==> src/rtl/vpb_pkg.sv <==
package vpb_pkg;
  typedef enum logic [2:0] {
    PC_DATA,
    PC_CTRL,
    PC_BEAM,
    PC_TEST,
    PC_SOUND,
    PC_QUIET,
    PC_TRAP
  } port_cls_e;

  localparam int OFF_W = 8;
endpackage

==> src/rtl/vpb_decode.sv <==
module vpb_decode
  import vpb_pkg::*;
#(
  parameter int ADDR_W    = 19,
  parameter int REGION_LO = 16
) (
  input  logic [ADDR_W-1:0] addr,
  output port_cls_e         wr_cls,
  output port_cls_e         rd_cls,
  output logic              lane_lo
);
  logic [OFF_W-1:0] off;
  logic             region_ok;

  assign off       = addr[OFF_W-1:0];
  assign region_ok = (addr[ADDR_W-1:REGION_LO] == '0);
  assign lane_lo   = off[0];

  // offsets 0x00-0x1F split into 4-byte groups by off[4:2]
  always_comb begin
    wr_cls = PC_TRAP;
    if (region_ok && off[7:5] == 3'b000) begin
      case (off[4:2])
        3'b000:         wr_cls = PC_DATA;
        3'b001:         wr_cls = PC_CTRL;
        3'b100, 3'b101: wr_cls = off[0] ? PC_SOUND : PC_QUIET;
        3'b110:         wr_cls = PC_QUIET;
        3'b111:         wr_cls = PC_TEST;
        default:        wr_cls = PC_TRAP;
      endcase
    end
  end

  always_comb begin
    rd_cls = PC_TRAP;
    if (region_ok && off[7:5] == 3'b000) begin
      case (off[4:2])
        3'b000:         rd_cls = PC_DATA;
        3'b001:         rd_cls = PC_CTRL;
        3'b010, 3'b011: rd_cls = PC_BEAM;
        3'b110, 3'b111: rd_cls = PC_QUIET;
        default:        rd_cls = PC_TRAP;
      endcase
    end
  end
endmodule

==> src/rtl/vpb_wr_path.sv <==
module vpb_wr_path
  import vpb_pkg::*;
#(
  parameter int BYTE_W = 8,
  parameter int LANES  = 2
) (
  input  logic                    clk,
  input  logic                    rst,
  input  logic                    accept,
  input  port_cls_e               cls,
  input  logic [BYTE_W-1:0]       wdata,
  output logic                    data_wr,
  output logic                    ctrl_wr,
  output logic                    test_wr,
  output logic [LANES*BYTE_W-1:0] port_wdata,
  output logic                    snd_wr,
  output logic [BYTE_W-1:0]       snd_wdata
);
  logic [LANES*BYTE_W-1:0] dup;
  logic                    to_video;

  for (genvar g = 0; g < LANES; g++) begin : g_lane
    assign dup[g*BYTE_W +: BYTE_W] = wdata;
  end

  assign to_video = (cls == PC_DATA) || (cls == PC_CTRL) || (cls == PC_TEST);

  always_ff @(posedge clk) begin
    if (rst) begin
      data_wr    <= 1'b0;
      ctrl_wr    <= 1'b0;
      test_wr    <= 1'b0;
      snd_wr     <= 1'b0;
      port_wdata <= '0;
      snd_wdata  <= '0;
    end else begin
      data_wr <= accept && (cls == PC_DATA);
      ctrl_wr <= accept && (cls == PC_CTRL);
      test_wr <= accept && (cls == PC_TEST);
      snd_wr  <= accept && (cls == PC_SOUND);
      if (accept && to_video)         port_wdata <= dup;
      if (accept && cls == PC_SOUND)  snd_wdata  <= wdata;
    end
  end
endmodule

==> src/rtl/vpb_rd_path.sv <==
module vpb_rd_path
  import vpb_pkg::*;
#(
  parameter int BYTE_W = 8,
  parameter int PORT_W = 16
) (
  input  logic              clk,
  input  logic              rst,
  input  logic              accept,
  input  port_cls_e         cls,
  input  logic              lane_lo,
  input  logic [PORT_W-1:0] data_in,
  input  logic [PORT_W-1:0] status_in,
  input  logic [PORT_W-1:0] beam_in,
  output logic              data_rd,
  output logic              ctrl_rd,
  output logic              beam_rd,
  output logic [BYTE_W-1:0] rdata,
  output logic              rvalid
);
  localparam int FILL_W = BYTE_W - 2;

  logic [BYTE_W-1:0] sel;

  function automatic logic [BYTE_W-1:0] pick(input logic [PORT_W-1:0] w, input logic lo);
    return lo ? w[BYTE_W-1:0] : w[PORT_W-1 -: BYTE_W];
  endfunction

  assign data_rd = accept && (cls == PC_DATA);
  assign ctrl_rd = accept && (cls == PC_CTRL);
  assign beam_rd = accept && (cls == PC_BEAM);

  always_comb begin
    case (cls)
      PC_DATA: sel = pick(data_in, lane_lo);
      PC_CTRL: sel = lane_lo ? status_in[BYTE_W-1:0]
                             : {{FILL_W{1'b1}}, status_in[BYTE_W+1:BYTE_W]};
      PC_BEAM: sel = pick(beam_in, lane_lo);
      default: sel = '1;
    endcase
  end

  always_ff @(posedge clk) begin
    if (rst) begin
      rdata  <= '0;
      rvalid <= 1'b0;
    end else begin
      rvalid <= accept;
      if (accept) rdata <= sel;
    end
  end
endmodule

==> src/rtl/vpb_lock.sv <==
module vpb_lock (
  input  logic clk,
  input  logic rst,
  input  logic trap,
  input  logic force_ack,
  output logic locked
);
  always_ff @(posedge clk) begin
    if (rst) locked <= 1'b0;
    else if (trap && !force_ack) locked <= 1'b1;
  end
endmodule

==> src/rtl/vport_byte_bridge.sv <==
module vport_byte_bridge
  import vpb_pkg::*;
#(
  parameter int ADDR_W    = 19,
  parameter int REGION_LO = 16,
  parameter int BYTE_W    = 8
) (
  input  logic                  clk,
  input  logic                  rst,
  input  logic [ADDR_W-1:0]     cpu_addr,
  input  logic                  cpu_wr,
  input  logic                  cpu_rd,
  input  logic [BYTE_W-1:0]     cpu_wdata,
  input  logic                  force_ack,
  output logic [BYTE_W-1:0]     rdata_out,
  output logic                  rvalid_out,
  output logic                  lockup_out,
  output logic                  vid_data_wr,
  output logic                  vid_ctrl_wr,
  output logic                  vid_test_wr,
  output logic [2*BYTE_W-1:0]   vid_wdata,
  output logic                  snd_wr,
  output logic [BYTE_W-1:0]     snd_wdata,
  output logic                  vid_data_rd,
  output logic                  vid_ctrl_rd,
  output logic                  vid_beam_rd,
  input  logic [2*BYTE_W-1:0]   vid_data_in,
  input  logic [2*BYTE_W-1:0]   vid_status_in,
  input  logic [2*BYTE_W-1:0]   vid_beam_in
);
  localparam int LANES  = 2;
  localparam int PORT_W = LANES * BYTE_W;

  port_cls_e wr_cls, rd_cls;
  logic      lane_lo;
  logic      accept_wr, accept_rd, trap;

  assign accept_wr = cpu_wr && !lockup_out;
  assign accept_rd = cpu_rd && !cpu_wr && !lockup_out;   // R13 write wins
  assign trap      = (accept_wr && wr_cls == PC_TRAP) ||
                     (accept_rd && rd_cls == PC_TRAP);

  vpb_decode #(.ADDR_W(ADDR_W), .REGION_LO(REGION_LO)) u_decode (
    .addr    (cpu_addr),
    .wr_cls  (wr_cls),
    .rd_cls  (rd_cls),
    .lane_lo (lane_lo)
  );

  vpb_wr_path #(.BYTE_W(BYTE_W), .LANES(LANES)) u_wr (
    .clk        (clk),
    .rst        (rst),
    .accept     (accept_wr),
    .cls        (wr_cls),
    .wdata      (cpu_wdata),
    .data_wr    (vid_data_wr),
    .ctrl_wr    (vid_ctrl_wr),
    .test_wr    (vid_test_wr),
    .port_wdata (vid_wdata),
    .snd_wr     (snd_wr),
    .snd_wdata  (snd_wdata)
  );

  vpb_rd_path #(.BYTE_W(BYTE_W), .PORT_W(PORT_W)) u_rd (
    .clk       (clk),
    .rst       (rst),
    .accept    (accept_rd),
    .cls       (rd_cls),
    .lane_lo   (lane_lo),
    .data_in   (vid_data_in),
    .status_in (vid_status_in),
    .beam_in   (vid_beam_in),
    .data_rd   (vid_data_rd),
    .ctrl_rd   (vid_ctrl_rd),
    .beam_rd   (vid_beam_rd),
    .rdata     (rdata_out),
    .rvalid    (rvalid_out)
  );

  vpb_lock u_lock (
    .clk       (clk),
    .rst       (rst),
    .trap      (trap),
    .force_ack (force_ack),
    .locked    (lockup_out)
  );
endmodule

==> config.mk <==
export PLATFORM = sky130hd
export DESIGN_NAME = vport_byte_bridge
export DESIGN_NICKNAME = d
export VERILOG_FILES = /design/src/rtl/vpb_pkg.sv /design/src/rtl/vpb_decode.sv /design/src/rtl/vpb_wr_path.sv /design/src/rtl/vpb_rd_path.sv /design/src/rtl/vpb_lock.sv /design/src/rtl/vport_byte_bridge.sv
export SDC_FILE = /design/constraint.sdc
export NUM_CORES = 1
export LEC_CHECK = 0
export ABC_AREA = 1
export CAP_MARGIN = 30
export CELL_PAD_IN_SITES_DETAIL_PLACEMENT = 0
export CELL_PAD_IN_SITES_GLOBAL_PLACEMENT = 1
export CORE_ASPECT_RATIO = 0.7
export CORE_UTILIZATION = 24
export DETAILED_ROUTE_END_ITERATION = 10
export GPL_TIMING_DRIVEN = 0
export PLACE_DENSITY = 0.94
export SLEW_MARGIN = 5
export SYNTH_ARGS = -nofsm -noshare
export SYNTH_HDL_FRONTEND = slang
export SYNTH_SLANG_ARGS = --single-unit
==> constraint.sdc <==
create_clock -name clk -period 3.2 [get_ports clk]
set_clock_uncertainty 0.05 [all_clocks]
set_input_delay 0.32 -clock clk [delete_from_list [all_inputs] [get_ports clk]]
set_output_delay 0.32 -clock clk [all_outputs]
set_load 0.02 [all_outputs]
# [Word level (Yosys, flattened, before mapping)]
# Cells that the tools add are included.
# Widths: inputs -> output; s select.
[totals] ff_bits=38 inputBits=80
[op_classes] n_eq_ne=14 muxes=9 reduce_logical=29
[ops] operator="$mux 8" count=3
[ops] operator="$pmux 8 s3" count=1
[ops] operator="$eq 3x3->1 const B" count=7
[ops] operator="$logic_and 1x1->1" count=15
[ops] operator="$logic_not 3->1" count=5
[ops] operator="$pmux 3 s5" count=1
[ops] operator="$eq 3x2->1 const B" count=4
[ops] operator="$pmux 3 s4" count=1
[ops] operator="$eq 3x1->1 const B" count=3
[ops] operator="$mux 3" count=2
[ops] operator="$reduce_or 2->1" count=3
[ops] operator="$logic_not 1->1" count=3
[ops] operator="$logic_or 1x1->1" count=3
[ops] operator="$mux 1" count=1

# [Longest topological paths before layout]
[depth] depth_word=8 mapped_depth=11 depth_no_buf=9

# [Hierarchy]
# From an unflattened synthesis, not the netlist that was laid out.
[unflattened] hier_cells=329 area_unflattened_um2=1945.6
[modules_own_cells] mod="vpb_wr_path" instances=1 cells_each=120 area_each_um2=874.6 seq_area_each_um2=400.4
[modules_own_cells] mod="vpb_rd_path" instances=1 cells_each=161 area_each_um2=840.8 seq_area_each_um2=180.2
[modules_own_cells] mod="vpb_decode" instances=1 cells_each=30 area_each_um2=128.9 seq_area_each_um2=0.0
[modules_own_cells] mod="vport_byte_bridge" instances=1 cells_each=13 area_each_um2=61.3 seq_area_each_um2=0.0
[modules_own_cells] mod="vpb_lock" instances=1 cells_each=5 area_each_um2=40.0 seq_area_each_um2=20.0

# [Worst setup path after synthesis]
# OpenSTA, ideal clock, no wires.
[synth_timing] path_kind="register -> output" from="reg u_lock.locked" to="out vid_ctrl_rd" arrival_time_ns=1.553 required_time_ns=2.830 slack_ns=1.277 path_stages_with_launch=5 n_path_buf=1 cell_sequence="dfxtp_1 -> nor2_1 -> clkbuf_1 -> inv_1 -> nor4_1"
[synth_via] elab_chain_len=3
[synth_rtl] element="start: declaration" line_no="vpb_lock.sv:6" source="output logic locked"
[synth_rtl] element="start signal: assignment" line_no="vpb_lock.sv:9" source="if (rst) locked <= 1'b0;"
[synth_rtl] element="start signal: assignment" line_no="vpb_lock.sv:10" source="else if (trap && !force_ack) locked <= 1'b1;"
[synth_rtl] element="$logic_not 1->1" line_no="vport_byte_bridge.sv:39" source="assign accept_rd = cpu_rd && !cpu_wr && !lockup_out;"
[synth_rtl] element="$logic_and 1x1->1" line_no="vport_byte_bridge.sv:39"
[synth_rtl] element="$logic_and 1x1->1" line_no="vpb_rd_path.sv:30" source="assign ctrl_rd = accept && (cls == PC_CTRL);"
[synth_rtl] element="end: declaration" line_no="vport_byte_bridge.sv:25" source="output logic vid_ctrl_rd,"
# No other way between the ends.

# [Worst setup path in the final report]
[layout_timing] from="in cpu_addr[6]" to="out vid_data_rd"
[layout_via] elab_chain_len=5
[layout_rtl] element="start: declaration" line_no="vport_byte_bridge.sv:10" source="input logic [ADDR_W-1:0] cpu_addr,"
[layout_rtl] element="$logic_not 3->1" line_no="vpb_decode.sv:36" source="if (region_ok && off[7:5] == 3'b000) begin"
[layout_rtl] element="$logic_and 1x1->1" line_no="vpb_decode.sv:36"
[layout_rtl] element="$mux 3" line_no="vpb_decode.sv:36"
[layout_rtl] element="$logic_not 3->1" line_no="vpb_rd_path.sv:29" source="assign data_rd = accept && (cls == PC_DATA);"
[layout_rtl] element="$logic_and 1x1->1" line_no="vpb_rd_path.sv:29"
[layout_rtl] element="end: declaration" line_no="vport_byte_bridge.sv:24" source="output logic vid_data_rd,"
# No other way between the ends.

==> qor.csv <==
stage,metric,value,unit
status,outcome,finished clean,
routing,routedWlPerCell,11.5,um
global_routing,grt_start_max_net_pins,11,
critical_path,endpoint_kind,output pin,
yosys,synth.top_cell.area_share,0.334,
critical_path,cpPeakStageDelay,0.64,ns
yosys,yosys.cell_types.count,24,
cts,cts-htree-levels,2,
power,leakage,0.00132,uW
timing,period_minus_slack,2.84,ns
cts,cts_setup_buffers,0,
yosys,synthesis.nets,373,
critical_path,critPathRequiredTime,2.83,ns
global_routing,grt_pass1_vias,1981,
timing,period_share,0.888,
critical_path,path_common_cell,clkdlybuf4s50_1,
cts,clkLatencyLatePin,0.28,ns
timing,finalSetupViolations,0,
global_routing,grt_first_pass_wirelength,8.97,mm
yosys,yosys_register_bits,30,
cts,cts.clk_slew.worst_paths,0.07,ns
timing,rsz0062_at_grt,no,
yosys,avgSynthCellArea,6.14,sq um
cts,postCtsHoldBufs,0,
yosys,netlist_instances,293,
timing,tns,0,ns
placement,hpwl,4.80,mm
placement,pre_cts_ws,0.349,ns
timing,final-hold-violation-count,0,
timing,slew_headroom,0.644,
yosys,ys.flop_type,dfxtp_1,
placement,place_congestion,0.786,
floorplanning,fp.dieArea,7860,sq um
floorplanning,die_w,106,um
routing,route.antenna.remaining_nets,0,
cts,cts_made_buffers,5,
floorplanning,dieHeight,74.5,um
global_routing,antenna_found_initial,0,
worst_hold_path,holdCritPathClass,input port to flip-flop,
finish,antenna_cells,0,
cts,cts_tree,built,
routing,vias,2137,
yosys,synth-seq-area-share,0.334,
finish,synthToLayoutAreaGrowth,69.9,%
timing,finalMaxSlewViolations,0,
placement,io_buffer_count,104,
cts,cts.path.max_buffers,2,
cts,root_buffer,clkbuf_8,
cts,clock-sinks,30,
job,maxCapViolCount,0,
routing,via_per_inst,4.25,
floorplanning,start_util,0.247,
critical_path,crit_path_max_fanout,10,
floorplanning,core-area,7290,sq um
yosys,synth-edff-count,0,
timing,fmax,352,MHz
cts,ctsResizeCount,0,
timing,tightest_slew,0.532,ns
placement,dp.cells,495,
finish,reg.largest.list,"u_rd.rdata: 8 flops, u_wr.port_wdata: 8 flops, u_wr.snd_wdata: 8 flops",
global_routing,grt_overflow_total,0,
timing,setup_ws,0.357,ns
yosys,synth_commonest_cells,"nor2_1 (76), nand2_1 (70), dfxtp_1 (30)",
finish,stdcell_count,503,
critical_path,crit_chain,"clkdlybuf4s50_1, nor2_2, nand3_2, nor2_4, buf_4, nand2_1, nor3_1, clkdlybuf4s50_1",
floorplanning,rows,26,
yosys,ys_warn_count,0,
critical_path,worst_path_max_delay_cell,clkdlybuf4s50_1,
critical_path,arrival,2.47,ns
routing,drt_wl_total,5.78,mm
yosys,yosys.area.top_type,dfxtp_1,
yosys,yosysMostFrequentCell,nor2_1,
yosys,yosys-top-cells-area,"dfxtp_1 (33%), nor2_1 (16%), nand2_1 (15%)",
critical_path,rrSetupSlack,1.50,ns
yosys,syn_area,1800,sq um
global_routing,grt_usage,0.143,
power,ir_worst_vdd,0.131,mV
power,powerDensity,301,nW/um^2
floorplanning,ios,121,
critical_path,worst-setup-path-type,input port to output pin,
critical_path,cp-start-kind,input port,
finish,drive_gt1_frac,0.104,
routing,drc,0,
routing,dr.pass1.iters,5,
finish,fin_nets,484,
routing,drt-initial-drc-count,73,
yosys,synthArstFlopShare,0,
## worst max-delay path, delay by kind of cell
family / cells / cell delay (ns)
buffers and inverters: 3 / 1.26
AND/OR/NAND/NOR: 5 / 0.89
## layer usage
| layer | vias up | wire (um) | global-route usage |
|---|---|---|---|
| met5 | - | 0 | 0 |
| met4 | 0 | 28 | 0.0278 |
| met3 | 5 | 288 | 0.0263 |
| met2 | 68 | 2650 | 0.253 |
| met1 | 941 | 2820 | 0.187 |
| li1 | 1123 | - | - |
## layout make-up
| cell class | count | area (sq um) |
|---|---|---|
| inverters | 29 | 109 |
| fillers | 787 | 4230 |
| plain buffers | 18 | 114 |
| repair buffers | 104 | 1040 |
| well taps | 98 | 123 |
| multi-input cells | 216 | 977 |
| flip-flops and latches | 30 | 601 |
| clock buffers | 6 | 82.6 |
| clock inverters | 2 | 12.5 |
## logic make-up after synthesis
| family | after synthesis | share of synthesized area |
|---|---|---|
| AOI/OAI and AO/OA | 20 | 0.0695 |
| and+or+nand+nor | 196 | 0.473 |
| DFF | 30 | 0.334 |
| buffers and inverters | 47 | 0.124 |
## stage by stage
step | total power [uW] | utilization | hold slack (ns) | area, sq um
3_5_place_dp | 605 | 0.407 | 0.425 | 2960
4_1_cts | 926 | 0.420 | 0.330 | 3060
6_report | 920 | 0.420 | 0.340 | 3060
2_1_floorplan | 484 | - | 0.349 | 1800
3_3_place_gp | 602 | 0.407 | 0.416 | 2960
5_1_grt | 957 | 0.420 | 0.353 | 3060
## cells in the final DEF, fill, tap and decap left out, types with 2 or more instances in the layout
cell type / synthesis / routed
clkdlybuf4s50_1: 0 / 104
nor2_1: 76 / 76
nand2_1: 70 / 70
dfxtp_1: 30 / 30
inv_1: 26 / 26
nand3_1: 26 / 26
o21ai_0: 13 / 13
buf_4: 10 / 10
clkbuf_1: 6 / 6
or2_2: 6 / 6
clkbuf_8: 0 / 6
nor2_2: 4 / 4
a21boi_0: 4 / 4
inv_2: 3 / 3
nor3_1: 3 / 3
nand3_2: 2 / 2
nor2_4: 2 / 2
nor4_1: 2 / 2
nand4_1: 2 / 2
nand2_2: 2 / 2
## final timing paths
check / endpoint / from / cells after the start
worst max register to register: u_wr.port_wdata[10] / u_lock.locked / 6
worst min-delay path: u_wr.test_wr / cpu_addr[3] / 3
worst min register to register: u_wr.snd_wdata[0] / u_wr.snd_wdata[0] / 2
worst max-delay path: vid_data_rd / cpu_addr[6] / 8
## where the power goes
part	leakage (uW)	switching (uW)	internal [uW]
Combinational	0.00103	94.0	113
Sequential	0.000244	6.02	383
Clock	0.0000472	151	173
Total	0.00132	251	669
Note: power is estimated with default switching activity, not from simulation.
